===== config.mk =====
export PLATFORM = sky130hd
export DESIGN_NAME = mpr_fault_seq
export DESIGN_NICKNAME = d
export VERILOG_FILES = /design/src/rtl/mprfs_pkg.sv /design/src/rtl/mprfs_sync.sv /design/src/rtl/mprfs_hold_filter.sv /design/src/rtl/mpr_fault_seq.sv
export SDC_FILE = /design/constraint.sdc
export NUM_CORES = 1
export LEC_CHECK = 0
export CAP_MARGIN = 20
export CORE_ASPECT_RATIO = 0.6
export CORE_MARGIN = 1.5
export CORE_UTILIZATION = 55
export DETAILED_ROUTE_END_ITERATION = 7
export MAX_ROUTING_LAYER = met4
export PLACE_DENSITY = 0.87
export SETUP_SLACK_MARGIN = 0.02
export SYNTH_ARGS = -nofsm -noshare
export SYNTH_HDL_FRONTEND = slang
export SYNTH_SLANG_ARGS = --single-unit

===== constraint.sdc =====
create_clock -name clk -period 3.75 [get_ports clk]
set_clock_uncertainty 0.05 [all_clocks]
set_input_delay 0.375 -clock clk [delete_from_list [all_inputs] [get_ports clk]]
set_output_delay 0.375 -clock clk [all_outputs]
set_load 0.05 [all_outputs]

===== src/rtl/mprfs_pkg.sv =====
package mprfs_pkg;
    typedef enum logic [2:0] {
        S_IDLE,
        S_RUN,
        S_HIC_WAIT,
        S_HIC_DRAIN,
        S_OCP_LOCK,
        S_OVP_LOCK
    } seq_state_t;

    typedef enum logic [1:0] {
        PH_LOW = 2'b00,
        PH_PWM = 2'b01,
        PH_HIZ = 2'b10
    } ph_mode_t;
endpackage


===== src/rtl/mprfs_sync.sv =====
module mprfs_sync #(
    parameter int W      = 1,
    parameter int STAGES = 2
) (
    input  logic         clk,
    input  logic         rst_n,
    input  logic [W-1:0] d,
    output logic [W-1:0] q
);
    logic [W-1:0] pipe [STAGES];

    always_ff @(posedge clk or negedge rst_n) begin
        if (!rst_n) begin
            for (int i = 0; i < STAGES; i++) pipe[i] <= '0;
        end else begin
            pipe[0] <= d;
            for (int i = 1; i < STAGES; i++) pipe[i] <= pipe[i-1];
        end
    end

    assign q = pipe[STAGES-1];
endmodule


===== src/rtl/mprfs_hold_filter.sv =====
module mprfs_hold_filter #(
    parameter int W    = 1,
    parameter int HOLD = 4
) (
    input  logic         clk,
    input  logic         rst_n,
    input  logic [W-1:0] d,
    output logic [W-1:0] q
);
    localparam int CW = $clog2(HOLD + 1);
    localparam logic [CW-1:0] HOLD_C = CW'(HOLD);

    for (genvar g = 0; g < W; g++) begin : g_bit
        logic [CW-1:0] cnt;

        always_ff @(posedge clk or negedge rst_n) begin
            if (!rst_n)             cnt <= '0;
            else if (!d[g])         cnt <= '0;
            else if (cnt != HOLD_C) cnt <= cnt + 1'b1;
        end

        assign q[g] = (cnt == HOLD_C);

        p_cnt_cap_r3: assert property (@(posedge clk) disable iff (!rst_n)
            cnt <= HOLD_C);
        p_qual_needs_flag_r3: assert property (@(posedge clk) disable iff (!rst_n)
            $rose(q[g]) |-> $past(d[g]));
    end
endmodule


===== src/rtl/mpr_fault_seq.sv =====
module mpr_fault_seq
    import mprfs_pkg::*;
#(
    parameter int NPH         = 4,
    parameter int SYNC_STAGES = 2,
    parameter int FAULT_HOLD  = 4,
    parameter int MAX_OCP     = 3
) (
    input  logic             clk,
    input  logic             rst_n,
    input  logic             vcc_por_ok,
    input  logic             vin_por_ok,
    input  logic             ovp_flag,
    input  logic             pg_above,
    input  logic [NPH-1:0]   ocp_flag,
    input  logic             ss_below_hi,
    input  logic             ss_below_lo,
    input  logic             vid_busy,
    output logic [2*NPH-1:0] phase_mode,
    output logic             ss_charge,
    output logic             ss_discharge,
    output logic             pg_pull_low,
    output logic             ovp_trip
);
    localparam int NLVL = 6;
    localparam int NFLT = NPH + 1;
    localparam int CCW  = $clog2(MAX_OCP + 1);
    localparam logic [CCW-1:0] OCP_LAST = CCW'(MAX_OCP - 1);
    localparam logic [CCW-1:0] OCP_MAX  = CCW'(MAX_OCP);

    // level inputs: synchronized only
    logic [NLVL-1:0] lvl_s;
    mprfs_sync #(.W(NLVL), .STAGES(SYNC_STAGES)) i_lvl_sync (
        .clk(clk), .rst_n(rst_n),
        .d({vcc_por_ok, vin_por_ok, pg_above, ss_below_hi, ss_below_lo, vid_busy}),
        .q(lvl_s)
    );
    logic por_s, pg_s, ss_hi_s, ss_lo_s, vid_s;
    assign por_s   = lvl_s[5] & lvl_s[4];
    assign pg_s    = lvl_s[3];
    assign ss_hi_s = lvl_s[2];
    assign ss_lo_s = lvl_s[1];
    assign vid_s   = lvl_s[0];

    // fault inputs: synchronized, then held-cycle qualified
    logic [NFLT-1:0] flt_s, flt_q;
    mprfs_sync #(.W(NFLT), .STAGES(SYNC_STAGES)) i_flt_sync (
        .clk(clk), .rst_n(rst_n), .d({ovp_flag, ocp_flag}), .q(flt_s)
    );
    mprfs_hold_filter #(.W(NFLT), .HOLD(FAULT_HOLD)) i_flt_hold (
        .clk(clk), .rst_n(rst_n), .d(flt_s), .q(flt_q)
    );
    logic ovp_q, ocp_any;
    assign ovp_q   = flt_q[NPH];
    assign ocp_any = |flt_q[NPH-1:0];

    seq_state_t st, nxt;
    logic [CCW-1:0] ocp_cnt;
    logic pg_good;

    always_comb begin
        nxt = st;
        if (!por_s) begin
            nxt = S_IDLE;
        end else if (ovp_q) begin
            nxt = S_OVP_LOCK;
        end else begin
            unique case (st)
                S_IDLE:      nxt = S_RUN;
                S_RUN:       if (ocp_any)
                                 nxt = (ocp_cnt == OCP_LAST) ? S_OCP_LOCK : S_HIC_WAIT;
                S_HIC_WAIT:  if (ss_hi_s) nxt = S_HIC_DRAIN;
                S_HIC_DRAIN: if (ss_lo_s) nxt = S_RUN;
                S_OCP_LOCK:  nxt = S_OCP_LOCK;
                S_OVP_LOCK:  nxt = S_OVP_LOCK;
                default:     nxt = S_IDLE;
            endcase
        end
    end

    // state register
    always_ff @(posedge clk or negedge rst_n) begin
        if (!rst_n) st <= S_IDLE;
        else        st <= nxt;
    end

    // hiccup event count and power-good state
    always_ff @(posedge clk or negedge rst_n) begin
        if (!rst_n) begin
            ocp_cnt <= '0;
            pg_good <= 1'b0;
        end else begin
            if (!por_s)
                ocp_cnt <= '0;
            else if (st == S_RUN && (nxt == S_HIC_WAIT || nxt == S_OCP_LOCK))
                ocp_cnt <= ocp_cnt + 1'b1;

            if (st != S_RUN) pg_good <= 1'b0;
            else if (!vid_s) pg_good <= pg_s;
        end
    end

    // outputs
    ph_mode_t mode;
    always_comb begin
        mode         = PH_HIZ;
        ss_charge    = 1'b0;
        ss_discharge = 1'b0;
        ovp_trip     = 1'b0;
        unique case (st)
            S_IDLE:      mode = PH_HIZ;
            S_RUN:       begin mode = PH_PWM; ss_charge = 1'b1; end
            S_HIC_WAIT:  mode = PH_HIZ;
            S_HIC_DRAIN: begin mode = PH_HIZ; ss_discharge = 1'b1; end
            S_OCP_LOCK:  mode = PH_HIZ;
            S_OVP_LOCK:  begin mode = PH_LOW; ovp_trip = 1'b1; end
            default:     mode = PH_HIZ;
        endcase
    end
    assign phase_mode  = {NPH{mode}};
    assign pg_pull_low = (st != S_RUN) | !pg_good;

    p_start_needs_por_r2: assert property (@(posedge clk) disable iff (!rst_n)
        $rose(ss_charge) |-> $past(por_s));
    p_ovp_cause_r4: assert property (@(posedge clk) disable iff (!rst_n)
        $rose(ovp_trip) |-> $past(ovp_q));
    p_ovp_sticky_r6: assert property (@(posedge clk) disable iff (!rst_n)
        (ovp_trip && por_s) |=> ovp_trip);
    p_drain_gate_r7: assert property (@(posedge clk) disable iff (!rst_n)
        $rose(ss_discharge) |-> $past(ss_hi_s));
    p_lock_sticky_r8: assert property (@(posedge clk) disable iff (!rst_n)
        (st == S_OCP_LOCK && por_s && !ovp_q) |=> (st == S_OCP_LOCK));
    p_cnt_cap_r8: assert property (@(posedge clk) disable iff (!rst_n)
        ocp_cnt <= OCP_MAX);
    p_pg_freeze_r10: assert property (@(posedge clk) disable iff (!rst_n)
        (st == S_RUN && $past(st == S_RUN) && $past(vid_s)) |-> $stable(pg_good));
endmodule


==> results_dict.tcl <==
set metrics [dict create \
    clkTransAtPathRegs_ns 0.08 \
    dieArea_um2 3630 \
    syn_avg_cell_area_um2 11.9 \
    report.final.slew_viol_count 0 \
    ant_nets 0 \
    slowest_delay_ns 0.83 \
    nNetsFinal 198 \
    grt_usage_pct 20.9 \
    grt_pass1_wl_um 5150 \
    route.vias.total 1149 \
    fp.dieW_um 76.8 \
    wl_per_cell_um 14.1 \
    finalCritPeriodShare_pct 68.6 \
    p_leak_nw 0.992 \
    hold_ws_ns 0.152 \
    maxSlewHeadroom_pct 39.8 \
    finalSetupViolCount 0 \
    timing_hold_violations_final 0 \
    grt_pass1_vias 1117 \
    worstMarginPinSlew_ns 0.903 \
    ys_ff_latch 43 \
    total_power_mw 1.07 \
    tritoncts "yes" \
    place_hpwl_um 2210 \
    viasPerCell 5.29 \
    diodes 0 \
    synthCells 151 \
    min_period_ns 2.57 \
    syn-cell-area_um2 1800 \
    worstSetupStartpointType "flop" \
    portBuffers 24 \
    clk-insertion-delay-late_ns 0.30 \
    routabilityCongestion 0.865 \
    dr.pass1.iters 4 \
    drive_above_1_share_pct 8.00 \
    hp-class "in2async" \
    fp-row-count 15 \
    first_iter_violations 34 \
    synth_nets 175 \
    ys_seq_area_share_pct 59.8 \
    max_clock_freq_ghz 0.389 \
    crit_required_ns 3.32 \
    power_density_nw_per_um2 500 \
    synth_cell_type_count 26 \
    syn_to_final_growth_pct 19.3 \
    io_pins 25 \
    crit_arrival_ns 2.15 \
    crit_slowest_cell "clkdlybuf4s50_1" \
    grt_overflow 0 \
    fp.dieH_um 47.3 \
    drc 0 \
    drt_wl_total_um 3070 \
    path_max_fanout 7 \
    cts_buffers 5 \
    antenna_found_initial 0 \
    grt_max_degree 44 \
    coreArea_um2 2980 \
    htree_levels 2 \
    synth_largest_area_cell "dfrtp_1" \
    status "completed" \
    synth.area.top_cells "dfrtp_1 (60%), ha_1 (7.7%), inv_1 (3.8%), nand2_1 (3.8%), buf_4 (2.9%)" \
    worstPathCellList "or3b_4 -> inv_1 -> clkdlybuf4s50_1" \
    yosysTopAreaCellShare_pct 59.8 \
    root_buffer "clkbuf_8" \
    drv_cap 0 \
    setup-tns-final_ns 0 \
    start_util_pct 60.3 \
    end_kind "output pin" \
    rsz0062_at_grt "no" \
    cts.sinks 43 \
    worst-setup-path-type "reg2out" \
    ys.warnings.count 0 \
    clk_path_buf_depth 2 \
    ff2ff_path_depth 5 \
    post_cts_buffers 0 \
    cts-hold-fix-buffers 0 \
    irDropWorstVdd_mv 0.293 \
    cts-resized-gates 0 \
]
## layer usage
layer	global-route usage (%)	vias to the layer above	share of wire [%]
met2	34.3	33	50
met4	13.3	0	2.2
met5	-	-	0
met1	23.4	576	43
li1	-	533	-
met3	6.21	7	5.1
## final timing paths
path / from / end / slack [ns]
max: st[1]$_DFF_PN0_ / phase_mode[2] / 1.18
min in group clk: i_lvl_sync.pipe[11]$_DFF_PN0_ / i_lvl_sync.q[5]$_DFF_PN0_ / 0.30
max in group asynchronous: rst_n / st[1]$_DFF_PN0_ / 2.94
min reg2reg: i_lvl_sync.pipe[11]$_DFF_PN0_ / i_lvl_sync.q[5]$_DFF_PN0_ / 0.30
min: rst_n / i_flt_hold.g_bit[1].cnt[0]$_DFFE_PN0P_ / 0.15
max reg2reg: i_flt_hold.g_bit[2].cnt[0]$_DFFE_PN0P_ / ocp_cnt[1]$_DFFE_PN0P_ / 2.17
## metrics by stage
step | cells | util, % | area, µm² | setup slack, ns
detailed placement | 209 | 68.0 | 2030 | 1.49
finish | 217 | 71.9 | 2150 | 1.18
floorplan | 151 | - | 1800 | 1.67
global placement | 209 | 68.0 | 2030 | 1.54
CTS | 217 | 71.9 | 2150 | 1.15
global route | 217 | 71.9 | 2150 | 1.09
## Yosys cell counts
| master | instances |
|---|---|
| nand4_1 | 1 |
| buf_4 | 7 |
| a22o_1 | 1 |
| and2_1 | 7 |
| a22oi_4 | 1 |
| and3_2 | 1 |
| a211oi_4 | 1 |
| xnor2_1 | 5 |
| a31oi_1 | 5 |
| nand2b_1 | 2 |
| mux2i_1 | 3 |
| o21ai_0 | 6 |
| a221oi_1 | 1 |
| o31ai_2 | 1 |
| a21boi_0 | 6 |
| ha_1 | 11 |
| buf_1 | 1 |
| nand2_1 | 18 |
| inv_1 | 18 |
| dfrtp_1 | 43 |
| o2bb2ai_1 | 1 |
| nand3_1 | 5 |
| or3b_4 | 1 |
| a22oi_1 | 1 |
| a21o_1 | 1 |
| nor2_1 | 3 |
## state kept, by name (all words and copies together) (netlist names)
signal and count:
st 3, i_flt_hold.g_bit.cnt 15, i_lvl_sync.q 6, i_flt_sync.pipe 5, i_flt_sync.q 5, ocp_cnt 2, pg_good 1, i_lvl_sync.pipe 6
## critical path: cells and delay by family, from the launching register on
| family | cells | cell delay, ns |
|---|---|---|
| simple gates | 1 | 0.43 |
| flops | 1 | 0.43 |
| buf+inv | 2 | 0.99 |
## power breakdown
group | internal (mW) | switching [mW]
clock | 0.202 | 0.167
sequential | 0.498 | 0.0270
combinational | 0.0713 | 0.107
## cell type report
type                    count  area [µm²]
clock inverters             3        47.5
repair buffers             24         235
well taps                  42        52.6
inverters                  18        67.6
multi-input cells          82         598
clock buffers               5        68.8
fillers                   183         838
flip-flops and latches     43        1080
## layout by cell type, fill, tap and decap left out, types with 2 or more instances in the layout
cell type | synthesis | final
a21boi_0 | 6 | 6
a31oi_1 | 5 | 5
and2_1 | 7 | 7
clkbuf_8 | 0 | 5
clkdlybuf4s50_1 | 0 | 23
dfrtp_1 | 43 | 43
ha_1 | 11 | 11
inv_1 | 18 | 18
mux2i_1 | 3 | 3
nand2_1 | 18 | 18
nand2b_1 | 2 | 2
nand3_1 | 5 | 5
nor2_1 | 3 | 3
o21ai_0 | 6 | 6
xnor2_1 | 5 | 5
## kinds of logic after synthesis
family / count (synthesis) / synth area share [%]
multiplexers: 3 / 1.67
AND/OR/NAND/NOR: 38 / 10.3
buffers and inverters: 26 / 6.89
XOR/XNOR: 5 / 2.44
AO/OA/AOI/OAI: 25 / 11.2
adder cells (fa/ha/maj): 11 / 7.65
flip-flops: 43 / 59.8
(Power assumes the default switching activity.)
